[src/rtl/edge_dly_pkg.sv]
package edge_dly_pkg;

  localparam int unsigned DLY_W_DEF = 6;

  // A wait ends once the edges already counted reach the setting.
  function automatic logic dly_expired(input int unsigned counted, input int unsigned setting);
    return counted >= setting;
  endfunction

endpackage

[src/rtl/edge_dly_sel.sv]
module edge_dly_sel #(
  parameter int unsigned W = 6
) (
  input  logic         target_hi,
  input  logic [W-1:0] rise_set,
  input  logic [W-1:0] fall_set,
  output logic [W-1:0] limit
);
  always_comb begin
    if (target_hi) limit = rise_set;
    else           limit = fall_set;
  end
endmodule

[src/rtl/edge_dly_cnt.sv]
module edge_dly_cnt #(
  parameter int unsigned W = 6
) (
  input  logic         clk,
  input  logic         rst_n,
  input  logic         pending,
  input  logic [W-1:0] limit,
  output logic         fire,
  output logic [W-1:0] count
);
  import edge_dly_pkg::*;

  assign fire = pending && dly_expired(int'(count), int'(limit));

  always_ff @(posedge clk or negedge rst_n) begin
    if (!rst_n)                count <= '0;
    else if (!pending || fire) count <= '0;
    else                       count <= count + 1'b1;
  end
endmodule

[src/rtl/edge_dly_top.sv]
module edge_dly_top #(
  parameter int unsigned DLY_W = edge_dly_pkg::DLY_W_DEF
) (
  input  logic             clk,
  input  logic             rst_n,
  input  logic             din,
  input  logic [DLY_W-1:0] rise_dly,
  input  logic [DLY_W-1:0] fall_dly,
  output logic             dout
);
  logic             dout_q;
  logic             mismatch;
  logic             fire;
  logic             cancel;
  logic [DLY_W-1:0] limit;
  logic [DLY_W-1:0] cnt;

  assign mismatch = din ^ dout_q;
  assign cancel   = !mismatch && (cnt != '0);

  edge_dly_sel #(.W(DLY_W)) u_sel (
    .target_hi (din),
    .rise_set  (rise_dly),
    .fall_set  (fall_dly),
    .limit     (limit)
  );

  edge_dly_cnt #(.W(DLY_W)) u_cnt (
    .clk     (clk),
    .rst_n   (rst_n),
    .pending (mismatch),
    .limit   (limit),
    .fire    (fire),
    .count   (cnt)
  );

  always_ff @(posedge clk or negedge rst_n) begin
    if (!rst_n)    dout_q <= 1'b0;
    else if (fire) dout_q <= din;
  end

  assign dout = dout_q;
endmodule

[config.mk]
export PLATFORM = sky130hd
export DESIGN_NAME = edge_dly_top
export DESIGN_NICKNAME = d
export VERILOG_FILES = /design/src/rtl/edge_dly_pkg.sv /design/src/rtl/edge_dly_sel.sv /design/src/rtl/edge_dly_cnt.sv /design/src/rtl/edge_dly_top.sv
export SDC_FILE = /design/constraint.sdc
export NUM_CORES = 1
export LEC_CHECK = 0
export BUFFER_PORTS_ARGS = -buffer_cell sky130_fd_sc_hd__buf_2
export CAP_MARGIN = 10
export CORE_MARGIN = 10
export CORE_UTILIZATION = 44
export CTS_BUF_LIST = sky130_fd_sc_hd__clkbuf_16
export CTS_CLUSTER_SIZE = 25
export DETAILED_ROUTE_END_ITERATION = 16
export PLACE_DENSITY = 0.72
export SETUP_SLACK_MARGIN = 0.02
export SYNTH_ARGS = -nofsm -noshare
export SYNTH_HDL_FRONTEND = slang
export SYNTH_HIERARCHICAL = 1
export SYNTH_SLANG_ARGS = --single-unit
[constraint.sdc]
create_clock -name clk -period 1.5 [get_ports clk]
set_input_delay 0.15 -clock clk [delete_from_list [all_inputs] [get_ports clk]]
set_output_delay 0.15 -clock clk [all_outputs]
set_load 0.01 [all_outputs]
==> results of run 1 <==
==> final cells by class <==
class,count,area (µm²)
sequential,7,175.2
multi-input combinational,39,412.9
timing repair buffer,27,173.9
tap,14,17.52
fill,82,286.5
clock inverter,1,3.754
inverter,7,26.28
clock buffer,3,75.07
==> stage by stage <==
stage	cells	power, mW	hold slack, ns
floorplan	54	0.5304	-0.1456
global placement	92	0.6644	-0.01036
detailed placement	92	0.6802	-0.007390
CTS	97	1.137	0.2924
global route	98	1.207	0.3202
finish	98	1.125	0.2881
==> cells in the final DEF, fill, tap and decap left out, types with 2 or more instances in the layout <==
master,instances
a21oi_2,3
buf_2,14
buf_4,11
clkbuf_16,3
dfrtp_1,7
ha_1,3
ha_4,4
inv_1,5
inv_2,3
mux2_4,7
nand2_1,2
nor2_1,7
xnor2_1,2
xor2_1,3
==> kinds of logic after synthesis <==
| group | after synthesis | synth area share |
|---|---|---|
| adders and majority gates | 7 | 0.1532 |
| buffers and inverters | 8 | 0.06565 |
| xor gates and xnor gates | 5 | 0.07660 |
| AOI/OAI and AO/OA | 6 | 0.08314 |
| muxes | 7 | 0.1838 |
| and+or+nand+nor | 14 | 0.1313 |
| DFF | 7 | 0.3063 |
==> per-layer routing <==
layer | track usage | vias to the layer above | routed length (µm)
met5 | 0 | - | 0
met4 | 0.02048 | 0 | 0
met3 | 0.03417 | 0 | 65
met2 | 0.1575 | 12 | 703
met1 | 0.08156 | 224 | 456
li1 | - | 238 | -
==> flip-flops by register name, indices dropped and copies added, names as in the netlist <==
signal	count
u_cnt/count	6
dout	1
==> how the worst max path moves through the flow <==
| stage | from | endpoint | slack (ns) |
|---|---|---|---|
| detailed placement | din | dout$_DFFE_PN0P_ | -0.39 |
| global route | u_cnt/count[5]$_DFF_PN0_ | dout$_DFFE_PN0P_ | -0.14 |
| global placement | din | dout$_DFFE_PN0P_ | -0.36 |
| CTS | u_cnt/count[5]$_DFF_PN0_ | dout$_DFFE_PN0P_ | -0.08 |
| finish | u_cnt/count[3]$_DFF_PN0_ | dout$_DFFE_PN0P_ | -0.07 |
| floorplan | din | dout$_DFFE_PN0P_ | -0.19 |
==> power by group through the flow <==
stage | registers [mW] | clock network, mW | logic, mW
4_1_cts | 0.268 | 0.445 | 0.423
5_1_grt | 0.273 | 0.465 | 0.469
3_5_place_dp | 0.268 | 0 | 0.412
3_3_place_gp | 0.266 | 0 | 0.398
2_1_floorplan | 0.281 | 0 | 0.249
6_report | 0.267 | 0.441 | 0.417
==> timing repair <==
| action | in CTS | in global routing |
|---|---|---|
| endpoints found under the hold margin | 7 | 0 |
| resized for setup | 3 | 1 |
| setup buffers | 0 | 1 |
| setup endpoints to repair | 7 | 7 |
| hold buffers | 1 | 0 |
==> results by group, run 1 <==
Status
  – Status: complete, but fails checks
  – Failing checks: setup timing

Floorplan
  – Initial Util: 0.4882
  – Die Span Y: 56.05 µm
  – Die Wd: 56.05 µm
  – FP Rows: 12
  – I/O pin cnt: 16
  – DIE AREA: 3142 µm²
  – Core footprint: 1171 µm²

Clocking
  – Root Buffer: clkbuf_16
  – Clk sinks: 7
  – CTS tree: yes
  – Clk_lat worst skew: 0.23 ns
  – Total CTS buffers: 3
  – Clock-pin slew on the worst setup and hold paths: 0.04 ns
  – Longest Clk Path Bufs: 2
  – Number of H-tree levels: 1

Worst setup path
  – Terminus of the critical flop-to-flop path: dout$_DFFE_PN0P_
  – CP Cell Sequence: ha_4 > a21oi_2 > o21a_1 > o21ai_1 > and2_1 > mux2_4
  – Worst reg2reg path startpoint: u_cnt/count[3]$_DFF_PN0_
  – CP max-delay cell: dfrtp_1
  – Number of cells on the critical path: 6
  – Worst reg2reg setup slack: -0.07 ns
  – CP arrival: 1.67 ns
  – Reg2reg path depth: 6
  – CP max stage delay: 0.40 ns
  – Worst Path Required: 1.61 ns
  – CP endpoint kind: flop
  – CP bufs+invs: 0
  – Critical path class: reg2reg
  – CP Launch Type: flop
  – CP top delay family: flip-flops
  – CP Max Fanout: 2

Route
  – Routed vias: 474
  – TritonRoute pass-1 iters: 4
  – Total Wirelength: 1225 µm
  – Iteration-0 DRC Markers: 7
  – DRT antenna net count: 0
  – Vias per cell: 4.837
  – Drc violations: 0
  – WL per Instance: 12.50 µm

Placement
  – Gpl congestion: 0.6899
  – Post-DP HPWL: 1046 µm
  – Placed Area: 769.5 µm²
  – Port-buffer cells: 15
  – Dpl ws: -0.3907 ns

Power and ir drop
  – Sw Pwr: 0.3147 mW
  – Pwr Density: 1272 nW/µm²
  – Comb power frac: 0.371
  – Lkg Pwr: 0.4557 nW
  – IR Drop Worst-Case VDD: 1.359 mV
  – Cell internal pwr: 0.8104 mW
  – Net Sw Frac: 0.2797
  – Clk pwr share: 0.392
  – Seq pwr share: 0.237

Synth
  – Top_reg_cell synth: dfrtp_1
  – Post-Syn Area: 571.8 µm²
  – Synth unique cells: 19
  – Avg Cell Area, Syn: 10.59 µm²
  – Number of flops mapped to enable cells by yosys: 0
  – Syn Nets: 76
  – Flops & latches, synth: 7
  – Seq/Total Area, Yosys: 0.3063
  – Yosys Warn Count: 6
  – Post-synth top area share: 0.3063
  – Synth area leaders: dfrtp_1, mux2_4, ha_1
  – Area leader, netlist: dfrtp_1
  – Synth top cells by count: dfrtp_1, ha_1, inv_1, mux2_4, nor2_1
  – Post-synth ARST share: 1.000
  – Syn Inst Count: 54

STA
  – RSZ-0062 raised after global routing: true
  – Final Cycle Share: 1.043
  – Worst Tran Pin Value: 0.3068 ns
  – Max-slew violations: 0
  – Final worst slack: -0.06523 ns
  – Max Clk Rate: 0.6389 GHz
  – Headroom to the max-slew limit: 0.7949
  – Layout Skew: 0.0002280 ns
  – Final setup fails: 1
  – Final hold violations: 0
  – Setup TNS: -0.06523 ns
  – Tmin final: 1.565 ns

Final layout
  – Post-route cell area: 884.6 µm²
  – Final core occ: 0.7553
  – Layout area overhead: 54.70%
  – Antenna cells: 0
  – Share of cells above drive strength 1: 0.5833
  – Layout Nets: 107

GRT
  – Total GRT Usage: 0.08378
  – Number of global-route vias before repair: 534
  – Initial antenna violation count: 0
  – Largest net degree at the start of global routing: 8
  – First-pass GRT wire length: 2214 µm
  – Overflow after GRT: 0

Worst hold path
  – Worst hold path class: in2async

Job
  – Max-Cap Viols: 0
Note: power is estimated with default switching activity, not from simulation.
==> run 2, diff against run 1 <==
--- a/config.mk
+++ b/config.mk
@@ -5,14 +5,15 @@
 export SDC_FILE = /design/constraint.sdc
 export NUM_CORES = 1
 export LEC_CHECK = 0
+export ABC_AREA = 1
 export BUFFER_PORTS_ARGS = -buffer_cell sky130_fd_sc_hd__buf_2
 export CAP_MARGIN = 10
-export CORE_MARGIN = 10
-export CORE_UTILIZATION = 44
+export CORE_AREA = 10 10 47 49
 export CTS_BUF_LIST = sky130_fd_sc_hd__clkbuf_16
 export CTS_CLUSTER_SIZE = 25
 export DETAILED_ROUTE_END_ITERATION = 16
-export PLACE_DENSITY = 0.72
+export DIE_AREA = 0 0 57 59
+export PLACE_DENSITY = 0.68
 export SETUP_SLACK_MARGIN = 0.02
 export SYNTH_ARGS = -nofsm -noshare
 export SYNTH_HDL_FRONTEND = slang
==> constraint.sdc (replaced) <==
create_clock -name clk -period 1.93 [get_ports clk]
set_input_delay 0.193 -clock clk [delete_from_list [all_inputs] [get_ports clk]]
set_output_delay 0.193 -clock clk [all_outputs]
set_load 0.01 [all_outputs]
==> run 2 against run 1 <==
The flow now finishes without violations. Maximum frequency rose by 6.9%. Flip-flop and latch count did not move. Routed wire length fell by 5.1%. Global-route usage fell by 0.20 points. Largest cell class unchanged. Count of clock-buffer cells in the layout did not move. Non-clock buffer count fell by 11. Critical path type unchanged. Largest power group unchanged. Via count rose by 12%.
==> results by group, run 2 <==
Synth
  – Syn Inst Count: 86 (was 54)
  – Yosys Warn Count: 6 (unchanged)
  – Seq/Total Area, Yosys: 0.3050 (was 0.3063)
  – Top_reg_cell synth: dfrtp_1 (unchanged)
  – Number of flops mapped to enable cells by yosys: 0 (unchanged)
  – Syn Nets: 108 (was 76)
  – Area leader, netlist: dfrtp_1 (unchanged)
  – Synth area leaders: dfrtp_1, nand2_1, ha_1 (was dfrtp_1, mux2_4, ha_1)
  – Post-synth ARST share: 1.000 (unchanged)
  – Post-synth top area share: 0.3050 (was 0.3063)
  – Flops & latches, synth: 7 (unchanged)
  – Avg Cell Area, Syn: 6.678 µm² (was 10.59 µm²)
  – Synth unique cells: 13 (was 19)
  – Post-Syn Area: 574.3 µm² (was 571.8 µm²)
  – Synth top cells by count: nand2_1, inv_1, dfrtp_1, ha_1, nor2_1 (was dfrtp_1, ha_1, inv_1, mux2_4, nor2_1)
  – Most frequent cell after synthesis: nand2_1

Floorplan
  – Core footprint: 1401 µm² (was 1171 µm²)
  – Die Span Y: 59 µm (was 56.05 µm)
  – Die Wd: 57 µm (was 56.05 µm)
  – Initial Util: 0.4098 (was 0.4882)
  – FP Rows: 14 (was 12)
  – I/O pin cnt: 16 (unchanged)
  – DIE AREA: 3363 µm² (was 3142 µm²)

Worst hold path
  – Worst hold path class: in2reg (was in2async)
  – Hold Path Sink: dout$_DFFE_PN0P_
  – HP Start: din
  – Hold Crit Depth: 3

GRT
  – First-pass GRT wire length: 2277 µm (was 2214 µm)
  – Number of global-route vias before repair: 581 (was 534)
  – Largest net degree at the start of global routing: 11 (was 8)
  – Met1 Use GR: 0.08464 (was 0.08156)
  – Met3 Track Usage GR: 0.03433 (was 0.03417)
  – Initial antenna violation count: 0 (unchanged)
  – Total GRT Usage: 0.08177 (was 0.08378)
  – Met2 Use GR: 0.1349 (was 0.1575)
  – Overflow after GRT: 0 (unchanged)
  – Most Crowded Layer GR: met2 (unchanged)

Power and ir drop
  – IR Drop Worst-Case VDD: 0.7375 mV (was 1.359 mV)
  – Clk pwr share: 0.453 (was 0.392)
  – Cell internal pwr: 0.5337 mW (was 0.8104 mW)
  – Pwr Density: 993.1 nW/µm² (was 1272 nW/µm²)
  – Lkg Pwr: 0.4574 nW (was 0.4557 nW)
  – Net Sw Frac: 0.2913 (was 0.2797)
  – Sw Pwr: 0.2193 mW (was 0.3147 mW)
  – Seq pwr share: 0.290 (was 0.237)
  – Comb power frac: 0.257 (was 0.371)
  – Total Power: 0.7530 mW (was 1.125 mW)

Worst setup path
  – Critical path class: reg2reg (unchanged)
  – Reg2reg path depth: 11 (was 6)
  – Worst reg2reg setup slack: 0.47 ns (was -0.07 ns)
  – CP Max Fanout: 4 (was 2)
  – CP Launch Type: flop (unchanged)
  – Terminus of the critical flop-to-flop path: dout$_DFFE_PN0P_ (unchanged)
  – Worst Path Required: 2.05 ns (was 1.61 ns)
  – CP Launch Point: u_cnt/count[0]$_DFF_PN0_ (was u_cnt/count[3]$_DFF_PN0_)
  – CP endpoint kind: flop (unchanged)
  – Worst reg2reg path startpoint: u_cnt/count[0]$_DFF_PN0_ (was u_cnt/count[3]$_DFF_PN0_)
  – CP arrival: 1.58 ns (was 1.67 ns)

STA
  – Max Clk Rate: 0.6833 GHz (was 0.6389 GHz)
  – Final hold violations: 0 (unchanged)
  – Tmin final: 1.464 ns (was 1.565 ns)
  – Layout Skew: 0.0002711 ns (was 0.0002280 ns)
  – Final setup fails: 0 (was 1)
  – Setup TNS: 0 ns (was -0.06523 ns)
  – Headroom to the max-slew limit: 0.8481 (was 0.7949)
  – Max-slew violations: 0 (unchanged)
  – Worst Tran Pin Value: 0.2258 ns (was 0.3068 ns)
  – Final Cycle Share: 0.7583 (was 1.043)
  – RSZ-0062 raised after global routing: false (was true)

Final layout
  – Layout Nets: 129 (was 107)
  – Commonest non-fill, non-tap cell in the layout: nand2_1 (was buf_2)
  – Antenna cells: 0 (unchanged)
  – Layout area overhead: 32.03% (was 54.70%)
  – Fill count: 149 (was 82)
  – Biggest register: u_cnt/count (unchanged)
  – Commonest cells after routing, fill and taps aside: nand2_1, inv_1, buf_2 (was buf_2, buf_4, mux2_4, dfrtp_1, nor2_1)
  – Max reg flops: 6 (unchanged)
  – Share of cells above drive strength 1: 0.2170 (was 0.5833)

Route
  – Total Wirelength: 1163 µm (was 1225 µm)
  – TritonRoute pass-1 iters: 4 (unchanged)
  – WL per Instance: 9.533 µm (was 12.50 µm)
  – Iteration-0 DRC Markers: 2 (was 7)
  – DRT antenna net count: 0 (unchanged)
  – Routed vias: 532 (was 474)
  – Drc violations: 0 (unchanged)
  – Vias per cell: 4.361 (was 4.837)

Clocking
  – Number of H-tree levels: 1 (unchanged)
  – Longest Clk Path Bufs: 2 (unchanged)
  – Root Buffer: clkbuf_16 (unchanged)
  – CTS tree: yes (unchanged)
  – # Post-CTS Setup Buffers: 0 (unchanged)
  – Clk_lat worst skew: 0.23 ns (about the same)
  – Clock-pin slew on the worst setup and hold paths: 0.03 ns (was 0.04 ns)
  – Total CTS buffers: 3 (unchanged)
  – Clk sinks: 7 (unchanged)

Job
  – Max-Cap Viols: 0 (unchanged)

Status
  – Status: finished clean (was complete, but fails checks)

Placement
  – Post-DP HPWL: 944.5 µm (was 1046 µm)
  – Port-buffer cells: 15 (unchanged)
  – Gpl congestion: 0.7558 (was 0.6899)
==> run 2: logic make-up after synthesis <==
family	count (synthesis)	synth area share
compound gates	2	0.02833
flops	7	0.3050
buf+inv	18	0.1176
fa+ha+maj	7	0.1525
xor+xnor	3	0.04576
simple gates	49	0.3508
==> run 2: worst max-delay path by stage <==
stage	end	slack (ns)	depth (start not counted)
6_report	dout$_DFFE_PN0P_	0.47	11
3_3_place_gp	dout$_DFFE_PN0P_	0.33	13
2_1_floorplan	dout$_DFFE_PN0P_	0.58	11
3_5_place_dp	dout$_DFFE_PN0P_	0.29	13
5_1_grt	dout$_DFFE_PN0P_	0.24	11
4_1_cts	dout$_DFFE_PN0P_	0.45	11
==> run 2: layout make-up <==
type,count,area [µm²],share of cell area
timing repair buffer,16,85.08,0.1122
clock buffer,3,75.07,0.09901
multi-input combinational,61,331.6,0.4373
clock inverter,1,3.754,0.004950
tap,16,20.02,0.02640
sequential,7,175.2,0.2310
inverter,18,67.56,0.08911
==> run 2: critical path: stages (launching register included) <==
cell,delay (ns)
dfrtp_1,0.40
inv_1,0.06
ha_1,0.26
inv_1,0.03
nand2_1,0.05
nand2_1,0.04
nand2_1,0.06
nand2_1,0.07
a21boi_0,0.22
inv_1,0.06
nand2_1,0.05
nand2_1,0.04
==> run 2: layer usage <==
layer,vias up,part of all wire
met4,0,0.023
met1,219,0.44
met5,-,0
li1,295,-
met2,13,0.44
met3,5,0.096
==> run 2: through the flow <==
stage | setup WS, ns | utilization | hold WS, ns | cell area, µm² | instances
floorplan | 0.5813 | - | -0.1026 | 574.3 | 86
global placement | 0.3265 | 0.4777 | 0.03037 | 669.4 | 117
detailed placement | 0.2878 | 0.4777 | 0.03242 | 669.4 | 117
CTS | 0.4487 | 0.5411 | 0.2894 | 758.2 | 122
global route | 0.2362 | 0.5411 | 0.3150 | 758.2 | 122
finish | 0.4664 | 0.5411 | 0.2865 | 758.2 | 122
==> run 2: power by group through the flow <==
stage | sequential (mW) | clock (mW) | combinational (mW)
5_1_grt | 0.226 | 0.356 | 0.241
2_1_floorplan | 0.216 | 0 | 0.135
6_report | 0.218 | 0.341 | 0.194
3_3_place_gp | 0.219 | 0 | 0.189
4_1_cts | 0.218 | 0.347 | 0.199
3_5_place_dp | 0.220 | 0 | 0.194
==> run 2: what timing repair did <==
action,in CTS,in global routing
gates resized for setup,0,0
hold endpoints to repair,7,0
hold buffers,1,0
==> run 3, diff against run 2 <==
==> constraint.sdc (replaced) <==
create_clock -name clk -period 1.4 [get_ports clk]
set_input_delay 0.14 -clock clk [delete_from_list [all_inputs] [get_ports clk]]
set_output_delay 0.14 -clock clk [all_outputs]
set_load 0.01 [all_outputs]
==> run 3 against run 2 <==
Cell area grew 15%. Die area is the same. Total power grew 50%. Highest routed layer unchanged. Hold slack lost 0.012 ns. Maximum frequency grew 8.9%.
==> results by group, run 3 (synthesis results as in run 2) <==
Floorplan
  – Die Wd: 57 µm (unchanged)
  – Die Span Y: 59 µm (unchanged)
  – I/O pin cnt: 16 (unchanged)
  – FP Rows: 14 (unchanged)
  – Initial Util: 0.4098 (unchanged)
  – Core footprint: 1401 µm² (unchanged)
  – DIE AREA: 3363 µm² (unchanged)

Power and ir drop
  – Total Power: 1.133 mW (was 0.7530 mW)
  – Pwr Density: 1299 nW/µm² (was 993.1 nW/µm²)
  – Lkg Pwr: 0.4993 nW (was 0.4574 nW)
  – IR Drop Worst-Case VDD: 1.004 mV (was 0.7375 mV)

STA
  – Final hold violations: 0 (unchanged)
  – RSZ-0062 raised after global routing: true (was false)
  – Max-slew violations: 0 (unchanged)
  – Final setup fails: 0 (unchanged)
  – Tmin final: 1.344 ns (was 1.464 ns)
  – Final Cycle Share: 0.9598 (was 0.7583)
  – Layout Skew: 0.0005794 ns (was 0.0002711 ns)
  – Max Clk Rate: 0.7442 GHz (was 0.6833 GHz)
  – Headroom to the max-slew limit: 0.8587 (was 0.8481)
  – Worst Tran Pin Value: 0.2119 ns (was 0.2258 ns)

GRT
  – Total GRT Usage: 0.08090 (was 0.08177)
  – Initial antenna violation count: 0 (unchanged)
  – First-pass GRT wire length: 2187 µm (was 2277 µm)
  – Number of global-route vias before repair: 535 (was 581)
  – Largest net degree at the start of global routing: 9 (was 11)
  – Overflow after GRT: 0 (unchanged)

Clocking
  – CTS tree: yes (unchanged)
  – Clk sinks: 7 (unchanged)
  – Total CTS buffers: 3 (unchanged)
  – Clk_lat worst skew: 0.23 ns (about the same)
  – Longest Clk Path Bufs: 2 (unchanged)
  – Root Buffer: clkbuf_16 (unchanged)
  – Clock-pin slew on the worst setup and hold paths: 0.03 ns (about the same)
  – Number of H-tree levels: 1 (unchanged)

Worst setup path
  – CP endpoint kind: flop (unchanged)
  – CP max stage delay: 0.33 ns (was 0.40 ns)
  – Critical path class: reg2reg (unchanged)
  – CP Cell Sequence: inv_1 > ha_1 > inv_1 > nand2_1 > nand2_1 > nand2_1 > nand2_2 > buf_4 > nand3_4 > nor2_1 (was inv_1 > ha_1 > inv_1 > nand2_1 > nand2_1 > nand2_1 > nand2_1 > a21boi_0 > inv_1 > nand2_1 > nand2_1)
  – Worst Path Required: 1.56 ns (was 2.05 ns)
  – Reg2reg path depth: 10 (was 11)
  – CP max-delay cell: dfrtp_1 (unchanged)
  – Most frequent CP cell: nand2_1 (unchanged)
  – CP arrival: 1.50 ns (was 1.58 ns)
  – CP Launch Type: flop (unchanged)
  – CP Max Fanout: 6 (was 4)

Final layout
  – Layout area overhead: 51.85% (was 32.03%)
  – Reg area: 175.2 µm² (unchanged)
  – Layout Nets: 137 (was 129)
  – Commonest cells after routing, fill and taps aside: nand2_1, inv_1, buf_2, buf_4, dfrtp_1 (was nand2_1, inv_1, buf_2)
  – Commonest non-fill, non-tap cell in the layout: nand2_1 (unchanged)
  – Multi-input combinational cell area: 385.4 µm² (was 331.6 µm²)
  – Antenna cells: 0 (unchanged)
  – Fill count: 134 (was 149)
  – Biggest register: u_cnt/count (unchanged)
  – Share of cells above drive strength 1: 0.3421 (was 0.2170)
  – Final Non-Filler Cells: 130 (was 122)
  – Max reg flops: 6 (unchanged)

Placement
  – Placed cell count: 124 (was 117)
  – Port-buffer cells: 15 (unchanged)
  – Gpl congestion: 0.7508 (was 0.7558)
  – Post-DP HPWL: 1038 µm (was 944.5 µm)

Route
  – Iteration-0 DRC Markers: 4 (was 2)
  – Routed vias: 562 (was 532)
  – Total Wirelength: 1271 µm (was 1163 µm)
  – TritonRoute pass-1 iters: 4 (unchanged)
  – Drc violations: 0 (unchanged)
  – Vias per cell: 4.323 (was 4.361)
  – DRT antenna net count: 0 (unchanged)
  – WL per Instance: 9.777 µm (was 9.533 µm)

Status
  – Status: finished clean (unchanged)

Job
  – Max-Cap Viols: 0 (unchanged)

Worst hold path
  – Worst hold path class: in2async (was in2reg)
[run 3: cell count changes in the layout (fill, tap and decap cells not counted), moves of 2 or more]
cell	before	now
buf_4	0	8
nand2_2	0	3
nor2_1	7	5
ha_1	7	5
ha_4	0	2
nand2_1	37	34
[run 3: layout make-up]
cell class,instances,share of cell area
Clock inverter,1,0.004304
Timing Repair Buffer,24,0.1664
Clock buffer,3,0.08608
Inverter,18,0.07747
Multi-Input combinational cell,61,0.4419
Tap cell,16,0.02296
Sequential cell,7,0.2009
[run 3: final timing paths]
path                                          start                  endpoint  slack, ns
min in group clk                                din          dout$_DFFE_PN0P_       0.33
max in group asynchronous                     rst_n          dout$_DFFE_PN0P_       0.97
setup / recovery           u_cnt/count[0]$_DFF_PN0_  u_cnt/count[2]$_DFF_PN0_       0.06
setup reg to reg           u_cnt/count[0]$_DFF_PN0_  u_cnt/count[2]$_DFF_PN0_       0.06
hold / removal                                rst_n  u_cnt/count[5]$_DFF_PN0_       0.27
hold reg to reg                    dout$_DFFE_PN0P_          dout$_DFFE_PN0P_       0.52
[run 3: where the power goes]
part	switching [mW]	leakage (nW)	internal [mW]	total [mW]
Sequential	0.0336	0.0945	0.248	0.282
Combinational	0.200	0.362	0.179	0.379
Clock	0.101	0.0423	0.371	0.471
[run 3: stage by stage]
step	setup TNS (ns)	setup slack (ns)	hold WS [ns]	cell area, µm²	util
5_1_grt	-0.2275	-0.04817	0.2913	872.1	0.6223
6_report	0	0.05629	0.2741	872.1	0.6223
4_1_cts	0	0.02089	0.2725	810.8	0.5786
2_1_floorplan	0	0.05125	-0.1556	574.3	-
3_5_place_dp	-0.6775	-0.1509	-0.02169	721.9	0.5152
3_3_place_gp	-0.4930	-0.1319	-0.02393	721.9	0.5152
[run 3: metal layers]
metal,global-route usage,wire [µm],share of wire
met1,0.09311,588,0.46
met2,0.1209,592,0.47
met3,0.02146,63,0.050
met4,0.07047,26,0.020
met5,0,0,0
[run 3: repair_timing]
item	CTS	global route
pin swaps	0	6
setup buffers	0	1
hold buffers	1	0
hold endpoints to repair	7	0
gates resized for setup	1	10
endpoints found under the setup margin	1	7
[run 3: worst max-delay path, delay by kind of cell, from the launching register on]
family,cells,cell delay [ns]
simple gates,6,0.46
flops,1,0.33
fa+ha+maj,1,0.27
buf+inv,3,0.22
